--- src/rtl/xcvr_pkg.sv ---
package xcvr_pkg;

  // A falling strobe: high at the previous sample, low now.
  function automatic logic strobe_fell(input logic prev_s, input logic cur_s);
    return prev_s & ~cur_s;
  endfunction

  // The register loads while pass-through is open or on a falling strobe.
  function automatic logic load_now(input logic pass_en, input logic fell);
    return pass_en | fell;
  endfunction

  // Drive flag from the enable and its polarity.
  function automatic logic drive_flag(input logic en, input logic active_low);
    return active_low ? ~en : en;
  endfunction

endpackage

--- src/rtl/xcvr_fall_det.sv ---
module xcvr_fall_det (
  input  logic clk,
  input  logic rst_n,
  input  logic strobe,
  output logic fell
);
  import xcvr_pkg::*;

  logic prev_q;

  always_ff @(posedge clk or negedge rst_n) begin
    if (!rst_n) prev_q <= 1'b0;
    else        prev_q <= strobe;
  end

  assign fell = strobe_fell(prev_q, strobe);

endmodule

--- src/rtl/xcvr_lane.sv ---
module xcvr_lane #(
  parameter int W = 18,
  parameter bit OE_LOW = 1'b0
) (
  input  logic         clk,
  input  logic         rst_n,
  input  logic [W-1:0] din,
  input  logic         pass_en,
  input  logic         strobe,
  input  logic         oe,
  output logic [W-1:0] dout,
  output logic         drv
);
  import xcvr_pkg::*;

  logic         fell;
  logic         load;
  logic [W-1:0] store_q;
  logic         armed;

  xcvr_fall_det u_fall (
    .clk   (clk),
    .rst_n (rst_n),
    .strobe(strobe),
    .fell  (fell)
  );

  assign load = load_now(pass_en, fell);

  always_ff @(posedge clk or negedge rst_n) begin
    if (!rst_n)    store_q <= '0;
    else if (load) store_q <= din;
  end

  always_ff @(posedge clk or negedge rst_n) begin
    if (!rst_n) armed <= 1'b0;
    else        armed <= 1'b1;
  end

  assign dout = pass_en ? din : store_q;

  generate
    if (OE_LOW) begin : g_oe_low
      assign drv = drive_flag(oe, 1'b1);
    end else begin : g_oe_high
      assign drv = drive_flag(oe, 1'b0);
    end
  endgenerate

  // without pass-through or a falling strobe the word holds
  a_r3_hold: assert property (@(posedge clk) disable iff (!rst_n)
    (armed && !pass_en && !fell) |=> (store_q == $past(store_q)));

  // a falling strobe loads the word present at that edge
  a_r4_capture: assert property (@(posedge clk) disable iff (!rst_n)
    (armed && fell) |=> (store_q == $past(din)));

  // after pass-through closes, the register holds the last word seen open
  a_r5_close: assert property (@(posedge clk) disable iff (!rst_n)
    (armed && $fell(pass_en)) |-> (store_q == $past(din)));

endmodule

--- src/rtl/xcvr18.sv ---
module xcvr18 #(
  parameter int W = 18
) (
  input  logic         clk,
  input  logic         rst_n,
  input  logic [W-1:0] a_in,
  input  logic [W-1:0] b_in,
  input  logic         ab_oe,
  input  logic         ab_le,
  input  logic         ab_ck,
  input  logic         ba_oe_n,
  input  logic         ba_le,
  input  logic         ba_ck,
  output logic [W-1:0] b_out,
  output logic         b_drv,
  output logic [W-1:0] a_out,
  output logic         a_drv
);

  xcvr_lane #(.W(W), .OE_LOW(1'b0)) u_ab (
    .clk    (clk),
    .rst_n  (rst_n),
    .din    (a_in),
    .pass_en(ab_le),
    .strobe (ab_ck),
    .oe     (ab_oe),
    .dout   (b_out),
    .drv    (b_drv)
  );

  xcvr_lane #(.W(W), .OE_LOW(1'b1)) u_ba (
    .clk    (clk),
    .rst_n  (rst_n),
    .din    (b_in),
    .pass_en(ba_le),
    .strobe (ba_ck),
    .oe     (ba_oe_n),
    .dout   (a_out),
    .drv    (a_drv)
  );

  // drive flags follow the enable pins with opposite polarities
  a_r6_b_drive: assert property (@(posedge clk) disable iff (!rst_n)
    (b_drv == ab_oe));
  a_r6_a_drive: assert property (@(posedge clk) disable iff (!rst_n)
    (a_drv != ba_oe_n));

  // transparent path seen at the top ports
  a_r2_pass: assert property (@(posedge clk) disable iff (!rst_n)
    ab_le |-> (b_out == a_in));

endmodule

--- config.mk ---
export PLATFORM = sky130hd
export DESIGN_NAME = xcvr18
export DESIGN_NICKNAME = d
export VERILOG_FILES = /design/src/rtl/xcvr_pkg.sv /design/src/rtl/xcvr_fall_det.sv /design/src/rtl/xcvr_lane.sv /design/src/rtl/xcvr18.sv
export SDC_FILE = /design/constraint.sdc
export NUM_CORES = 1
export LEC_CHECK = 0
export BUFFER_PORTS_ARGS = -buffer_cell sky130_fd_sc_hd__buf_2
export CAP_MARGIN = 20
export CORE_UTILIZATION = 48
export DETAILED_ROUTE_END_ITERATION = 12
export PLACE_DENSITY_LB_ADDON = 0.08
export REMOVE_ABC_BUFFERS = 1
export SYNTH_ARGS = -nofsm -noshare
export SYNTH_HDL_FRONTEND = slang
export SYNTH_HIERARCHICAL = 1
export SYNTH_SLANG_ARGS = --single-unit
--- constraint.sdc ---
create_clock -name clk -period 1.65 [get_ports clk]
set_input_delay 0.0825 -clock clk [delete_from_list [all_inputs] [get_ports clk]]
set_output_delay 0.0825 -clock clk [all_outputs]
set_load 0.03 [all_outputs]
# Yosys cells after proc, flatten, opt, wreduce, memory -nomap -nowiden
# Index checks and enable logic that the tools add are counted.
# classes
mux,2
bitwise_logic,7
# op_table
cell,count
18-bit two-way mux,2
1-bit inverter,3
1-bit bitwise AND,2
1-bit bitwise OR,2
# word_totals
regBits,38
output_inout_bits,38
word_cells,13

# Depth between registers and ports, before layout
# Gate-level depths: netlist (run 1).
# logic_depth
ltp_word,3
mapped_depth,4
mapped_depth_nobuf,3

# By module
# Netlist (run 1), hierarchy kept.
# by_module_without_submodules
mod,instances,cells_each,area_per_inst_um2
xcvr_lane at u_ab,1,59,959.7
xcvr_lane at u_ba,1,59,955.9
xcvr_fall_det,2,2,38.8

# Worst setup path after synthesis (run 1)
# Ideal clock, no wire load.
# synth_path
path_type,reg-to-reg
from,register u_ab.u_fall.prev_q
to,register u_ab.store_q[10]
t_arrival_ns,1.066
required_ns,1.525
slack_ns,0.459
path_stages_with_launch,5
path_buffers,1
period_less_slack_ns,1.191
path_cell_list,dfrtp_1 -> nor2b_4 -> nor2_8 -> buf_12 -> mux2_4
# synth_via
elab_chain_len,2
# synth_lines
item,line,source
from (decl),xcvr_fall_det.sv:9,logic prev_q;
from (signal assigned),xcvr_fall_det.sv:13,else prev_q <= strobe;
1-bit bitwise AND,xcvr_pkg.sv:5,return prev_s & ~cur_s;
via u_ab.fell,xcvr_lane.sv:16,logic fell;
1-bit bitwise OR,xcvr_pkg.sv:10,return pass_en | fell;
to (signal assigned),xcvr_lane.sv:32,else if (load) store_q <= din;
to (decl),xcvr_lane.sv:18,logic [W-1:0] store_q;
# The timed path passes the listed nets, and every way through them passes these cells.
# A chain may end at the register's enable or synchronous reset.

# Final worst setup path (run 1)
# layout_path
from,input port ba_ck
to,register u_ba.store_q[3]
# layout_via
elab_chain_len,3
# layout_lines
item,line,source
from (decl),xcvr18.sv:13,"input logic ba_ck,"
1-bit inverter,xcvr_pkg.sv:5,
1-bit bitwise AND,xcvr_pkg.sv:5,
via u_ba.fell,xcvr_lane.sv:16,
1-bit bitwise OR,xcvr_pkg.sv:10,
to (signal assigned),xcvr_lane.sv:32,
to (decl),xcvr_lane.sv:18,
# The timed path passes the listed nets, and every way through them passes these cells.

==> results.cfg, run 1 <==
[status]
run_status = finished, final reports clean

[grt]
gr-usage-met1 = 0.237
grtUsageMet3 = 0.0500
grt_start_max_net_pins = 24
antenna_found_initial = 0
grt_overflow = 0
groute.usage.overall = 0.188
grt_use_met2 = 0.309
busiest_layer = met2
grt_first_pass_wirelength_mm = 6.11
grt_pass1_vias = 1318

[routing]
wirelength_mm = 3.81
route.detailed.drc = 0
drtIter0Drc = 33
wl_per_cell_um = 14.9
dr_total_vias = 1274
vias_per_cell = 5.00
drt-pass1-iter-count = 4
detail-route-antenna-nets = 0

[run]
maxCapViolations = 0

[setup_path]
path_max_fanout = 18
cp-start-kind = input pin
critPathKind = input pin to register
r2r_end = u_ab/store_q[3]
reg2reg_depth = 3
reg2reg_from = u_ab/u_fall/prev_q
rrSetupSlack_ns = 0.33
required_ns = 1.81
worst_setup_path_end_kind = register
max_stage_delay_ns = 0.52
path_cells = dlygate4sd3_1, buf_2, nor2b_4, nor2_8, mux2_2
cp.arrival_ns = 1.50
crit_slowest_cell = dlygate4sd3_1

[synthesis]
synth-edff-count = 0
yosysTopAreaCellShare = 0.477
syn_inst = 122
ys_ff_latch = 38
syn_area_mm2 = 0.00199
yosys-top-cells-area = dfrtp_1 (48%), mux2_2 (29%), mux2_4 (15%)
synth_top_cell_by_area = dfrtp_1
ys_async_sr_fraction = 1.00
ys_warn_count = 6
syn_area_per_cell_um2 = 16.3
post-synth-top-count-cell = mux2_2
synth.distinct_cells = 9
synthTopCellsByCount = mux2_2 (52), dfrtp_1 (38), mux2_4 (20), buf_4 (3)
ys.flop_type = dfrtp_1
seq_area_frac_synth = 0.477

[floorplan]
start_util = 0.498
die_y_um = 66.4
rows = 23
dieWidth_um = 66.4
dieArea_mm2 = 0.00441
core_mm2 = 0.00400
io_pins = 82

[sta]
rsz0062_at_grt = no
drv_slew = 0
skew_ns = 0.00543
setup-tns-final_ns = 0
slew_headroom = 0.653
min_period_ns = 1.34
worst-slew-pin-transition_ns = 0.521
setup_violations = 0
hold_viol = 0
finalCritPeriodShare = 0.811
max_freq_ghz = 0.747

[power]
p_seq_frac = 0.464
combPwrFrac = 0.284
switching_share = 0.301
netSwitchingPower_w = 0.000694
power.density_mw_per_mm2 = 931
p_int_w = 0.00161
p_leak_nw = 1.21
clkPwrFrac = 0.252
ir_drop_uv = 474

[clock_tree]
cts-buffers-inserted = 5
cts_tree = built
clock-sinks = 38
insertion_delay_ns = 0.28
cts_resized = 0
clockBufferDepth = 2
root_buffer = clkbuf_8
htree_levels = 2
clk_pin_slew_ns = 0.07

[finish]
area_growth_pct = 24.4
final_area_mm2 = 0.00248
drive_above_1_share = 0.785
antenna_cells = 0
fin_nets = 249
nFillCells = 326

[placed_design]
port_buffers = 79
placed_area_mm2 = 0.00237
dpl.hpwl_mm = 2.77
place.gp.congestion = 0.668

[min_path]
timing.hold.worst_path_depth = 2
worstHoldPathType = input pin to register
min_to = u_ab/store_q[6]
hold_start = a_in[6]
-- routing by layer --
| layer | part of all wire | up-vias |
|---|---|---|
| li1 | - | 600 |
| met3 | 0.055 | 2 |
| met2 | 0.49 | 38 |
| met1 | 0.44 | 634 |
| met4 | 0.0063 | 0 |
| met5 | 0 | - |
-- power groups by stage --
stage          Combinational [W]  Sequential, W  Clock [W]
6_report                0.000656        0.00107   0.000581
5_1_grt                 0.000700        0.00108   0.000657
4_1_cts                 0.000665        0.00107   0.000604
3_5_place_dp            0.000657        0.00109          0
3_3_place_gp            0.000642        0.00108          0
2_1_floorplan           0.000459        0.00107          0
-- sequential cells by signal, summed over array words and instances, names as in the netlist --
register            flops
u_ab/u_fall/prev_q      1
u_ba/u_fall/prev_q      1
u_ba/store_q           18
u_ab/store_q           18
-- timing repair --
action                                  CTS  global route
hold buffers                              3             0
endpoints found under the hold margin    24             0
setup buffers                             0             0
endpoints found under the setup margin    0             0
-- cell type report --
type,count,area (um^2),share of cell area
inverter,1,3.75,0.00151
timing repair buffer,83,433,0.175
clock buffer,7,76.3,0.0308
sequential,38,951,0.383
multi-input combinational,76,953,0.384
tap,50,62.6,0.0252
-- critical path: cells and delay by family --
family                 cells  cell delay, ns
buffers and inverters      2            0.66
multiplexers               1            0.39
AND/OR/NAND/NOR            2            0.37
-- kinds of logic after synthesis --
logic type / share of synthesized area
buffers and inverters: 0.0446
flip-flops: 0.477
multiplexers: 0.444
AND/OR/NAND/NOR: 0.0339
-- cell usage in the layout, fill, tap and decap left out --
master         Yosys  routed
nor2_8             2       2
dlygate4sd3_1      0       3
buf_4              3       1
clkbuf_1           0       2
buf_2              0      79
inv_1              1       1
mux2_2            52      52
mux2_4            20      20
dfrtp_1           38      38
clkbuf_8           0       5
nor2b_4            2       2
-- how the worst max path moves through the flow --
stage | startpoint | to | slack [ns]
2_1_floorplan | u_ab/u_fall/prev_q | u_ab/store_q[0] | 0.43
3_3_place_gp | u_ba/u_fall/prev_q | u_ba/store_q[16] | 0.37
3_5_place_dp | u_ba/u_fall/prev_q | u_ba/store_q[16] | 0.33
4_1_cts | ba_ck | u_ba/store_q[16] | 0.31
5_1_grt | ab_ck | u_ab/store_q[17] | 0.27
6_report | ba_ck | u_ba/store_q[3] | 0.31
-- through the flow --
step                      utilization  hold slack [ns]  power, W  cells  setup slack [ns]
after floorplan                     -           -0.213   0.00153    115             0.434
after global placement          0.593           0.0801   0.00172    245             0.375
after detailed placement        0.593           0.0851   0.00174    245             0.330
after CTS                       0.620           0.0389   0.00234    255             0.310
after global routing            0.620           0.0362   0.00244    255             0.267
final                           0.620           0.0456   0.00231    255             0.312
Power figures use the tool's default switching activity.
==> inputs of run 2 (changes only) <==
--- a/config.mk
+++ b/config.mk
@@ -7,7 +7,7 @@
 export LEC_CHECK = 0
 export BUFFER_PORTS_ARGS = -buffer_cell sky130_fd_sc_hd__buf_2
 export CAP_MARGIN = 20
-export CORE_UTILIZATION = 48
+export CORE_UTILIZATION = 43
 export DETAILED_ROUTE_END_ITERATION = 12
 export PLACE_DENSITY_LB_ADDON = 0.08
 export REMOVE_ABC_BUFFERS = 1
==> constraint.sdc (replaced) <==
create_clock -name clk -period 1.2 [get_ports clk]
set_input_delay 0.06 -clock clk [delete_from_list [all_inputs] [get_ports clk]]
set_output_delay 0.06 -clock clk [all_outputs]
set_load 0.03 [all_outputs]
==> results.cfg, run 2 (synthesized netlist as in run 1, its figures left out) <==
[status]
run_status = complete, but fails checks
violations = negative setup slack

[finish]
final_area_mm2 = 0.00277
top_regs = u_ab/store_q x18, u_ba/store_q x18
layout_common_cells = buf_2 (61), mux2_2 (41), dfrtp_1 (38)
nFillCells = 333
area_growth_pct = 38.8
fin_nets = 260
multiInputGateArea_um2 = 995
seqCellArea_um2 = 951
antenna_cells = 0
mostFrequentLayoutCell = buf_2
drive_above_1_share = 0.806

[setup_path]
cp-start-kind = register
required_ns = 1.37
critPathKind = register to register
startpoint = u_ab/u_fall/prev_q
path_cells = nor2b_4, nor2_8, buf_12, mux2_2
worst_setup_path_end_kind = register
rrSetupSlack_ns = -0.04
reg2reg_from = u_ab/u_fall/prev_q
crit_slowest_cell = dfrtp_1
crit_end = u_ab/store_q[1]
cp.arrival_ns = 1.40
reg2reg_depth = 4
r2r_end = u_ab/store_q[1]
max_stage_delay_ns = 0.38
path_max_fanout = 8

[sta]
worst-slew-pin-transition_ns = 0.494
setup_violations = 30
max_freq_ghz = 0.809
hold_viol = 0
slew_headroom = 0.670
min_period_ns = 1.24
drv_slew = 0
finalCritPeriodShare = 1.03
setup_slack_ns = -0.0358
rsz0062_at_grt = yes
skew_ns = 0.00537

[grt]
grt_pass1_vias = 1436
antenna_found_initial = 0
grt_start_max_net_pins = 39
groute.usage.overall = 0.186
grt_first_pass_wirelength_mm = 7.09
grt_overflow = 0

[power]
p_total_w = 0.00338
clkPwrFrac = 0.243
power.density_mw_per_mm2 = 1220
switching_share = 0.304
p_seq_frac = 0.436
ir_drop_uv = 758
p_int_w = 0.00235
netSwitchingPower_w = 0.00103
p_leak_nw = 1.37
combPwrFrac = 0.321

[routing]
wirelength_mm = 4.28
drt-pass1-iter-count = 4
drtIter0Drc = 31
wl_per_cell_um = 16.0
dr_total_vias = 1333
route.detailed.drc = 0
vias_per_cell = 4.97
detail-route-antenna-nets = 0

[floorplan]
rows = 24
dieWidth_um = 70.1
io_pins = 82
core_mm2 = 0.00441
die_y_um = 70.1
start_util = 0.452
dieArea_mm2 = 0.00491

[placed_design]
placed_area_mm2 = 0.00249
port_buffers = 79
place.gp.congestion = 0.663
dp_slack_ns = -0.0309
dpl.hpwl_mm = 2.96

[run]
maxCapViolations = 0

[clock_tree]
clk_pin_slew_ns = 0.08
cts-buffers-inserted = 5
insertion_delay_ns = 0.28
clockBufferDepth = 2
clock-sinks = 38
htree_levels = 2
cts_tree = built
root_buffer = clkbuf_8

[min_path]
worstHoldPathType = input pin to register
## run 2: layout make-up
class / count / area share
Clock buffer: 5 / 0.0249
Timing Repair Buffer: 94 / 0.243
Inverter: 1 / 0.00136
Clock inverter: 2 / 0.00362
Multi-Input combinational cell: 76 / 0.360
Sequential cell: 38 / 0.344
Tap cell: 52 / 0.0235
## run 2: worst min-delay path by stage
stage / depth (start not counted) / slack (ns) / end / startpoint
CTS: 2 / 0.009 / u_ba/store_q[4] / b_in[4]
detailed placement: 0 / 0.12 / b_drv / ab_oe
floorplan: 0 / -0.24 / u_ab/store_q[0] / rst_n
finish: 2 / 0.02 / u_ba/store_q[4] / b_in[4]
global placement: 0 / 0.12 / b_drv / ab_oe
global route: 2 / 0.004 / u_ab/store_q[7] / a_in[7]
## run 2: stage by stage
step	util	instances	hold WS (ns)	TNS, ns
after floorplan	-	115	-0.236	-0.251
after detailed placement	0.564	254	0.120	-0.120
final	0.627	268	0.0183	-0.490
after CTS	0.600	265	0.00933	-0.151
after global placement	0.564	254	0.120	0
after global routing	0.627	268	0.00433	-1.68
## run 2: critical path, delay by kind of cell (launching register included)
kind / cells / cell delay (ns)
flops: 1 / 0.38
simple gates: 2 / 0.27
buf+inv: 1 / 0.15
mux: 1 / 0.33
## run 2: power groups by stage
stage                     clock, W  combinational [W]  sequential, W
after floorplan                  0           0.000632        0.00147
after global placement           0           0.000934        0.00149
after detailed placement         0           0.000961        0.00149
after CTS                 0.000846            0.00100        0.00147
after global routing      0.000910            0.00115        0.00149
final                     0.000819            0.00108        0.00147
## run 2: what timing repair did
action                                  CTS  global route
hold buffers                              3             0
setup buffers                             0             3
pin swaps                                 0             1
endpoints found under the setup margin   13            51
resized for setup                         7            49
cloned                                    1             0
hold endpoints to repair                 40             0
## run 2: routing by layer
layer / vias to the layer above / share of wire / global-route usage
met5: - / 0 / 0
met4: 0 / 0.0089 / 0.0578
met3: 4 / 0.052 / 0.0491
met2: 50 / 0.51 / 0.307
met1: 656 / 0.43 / 0.239
li1: 623 / - / -
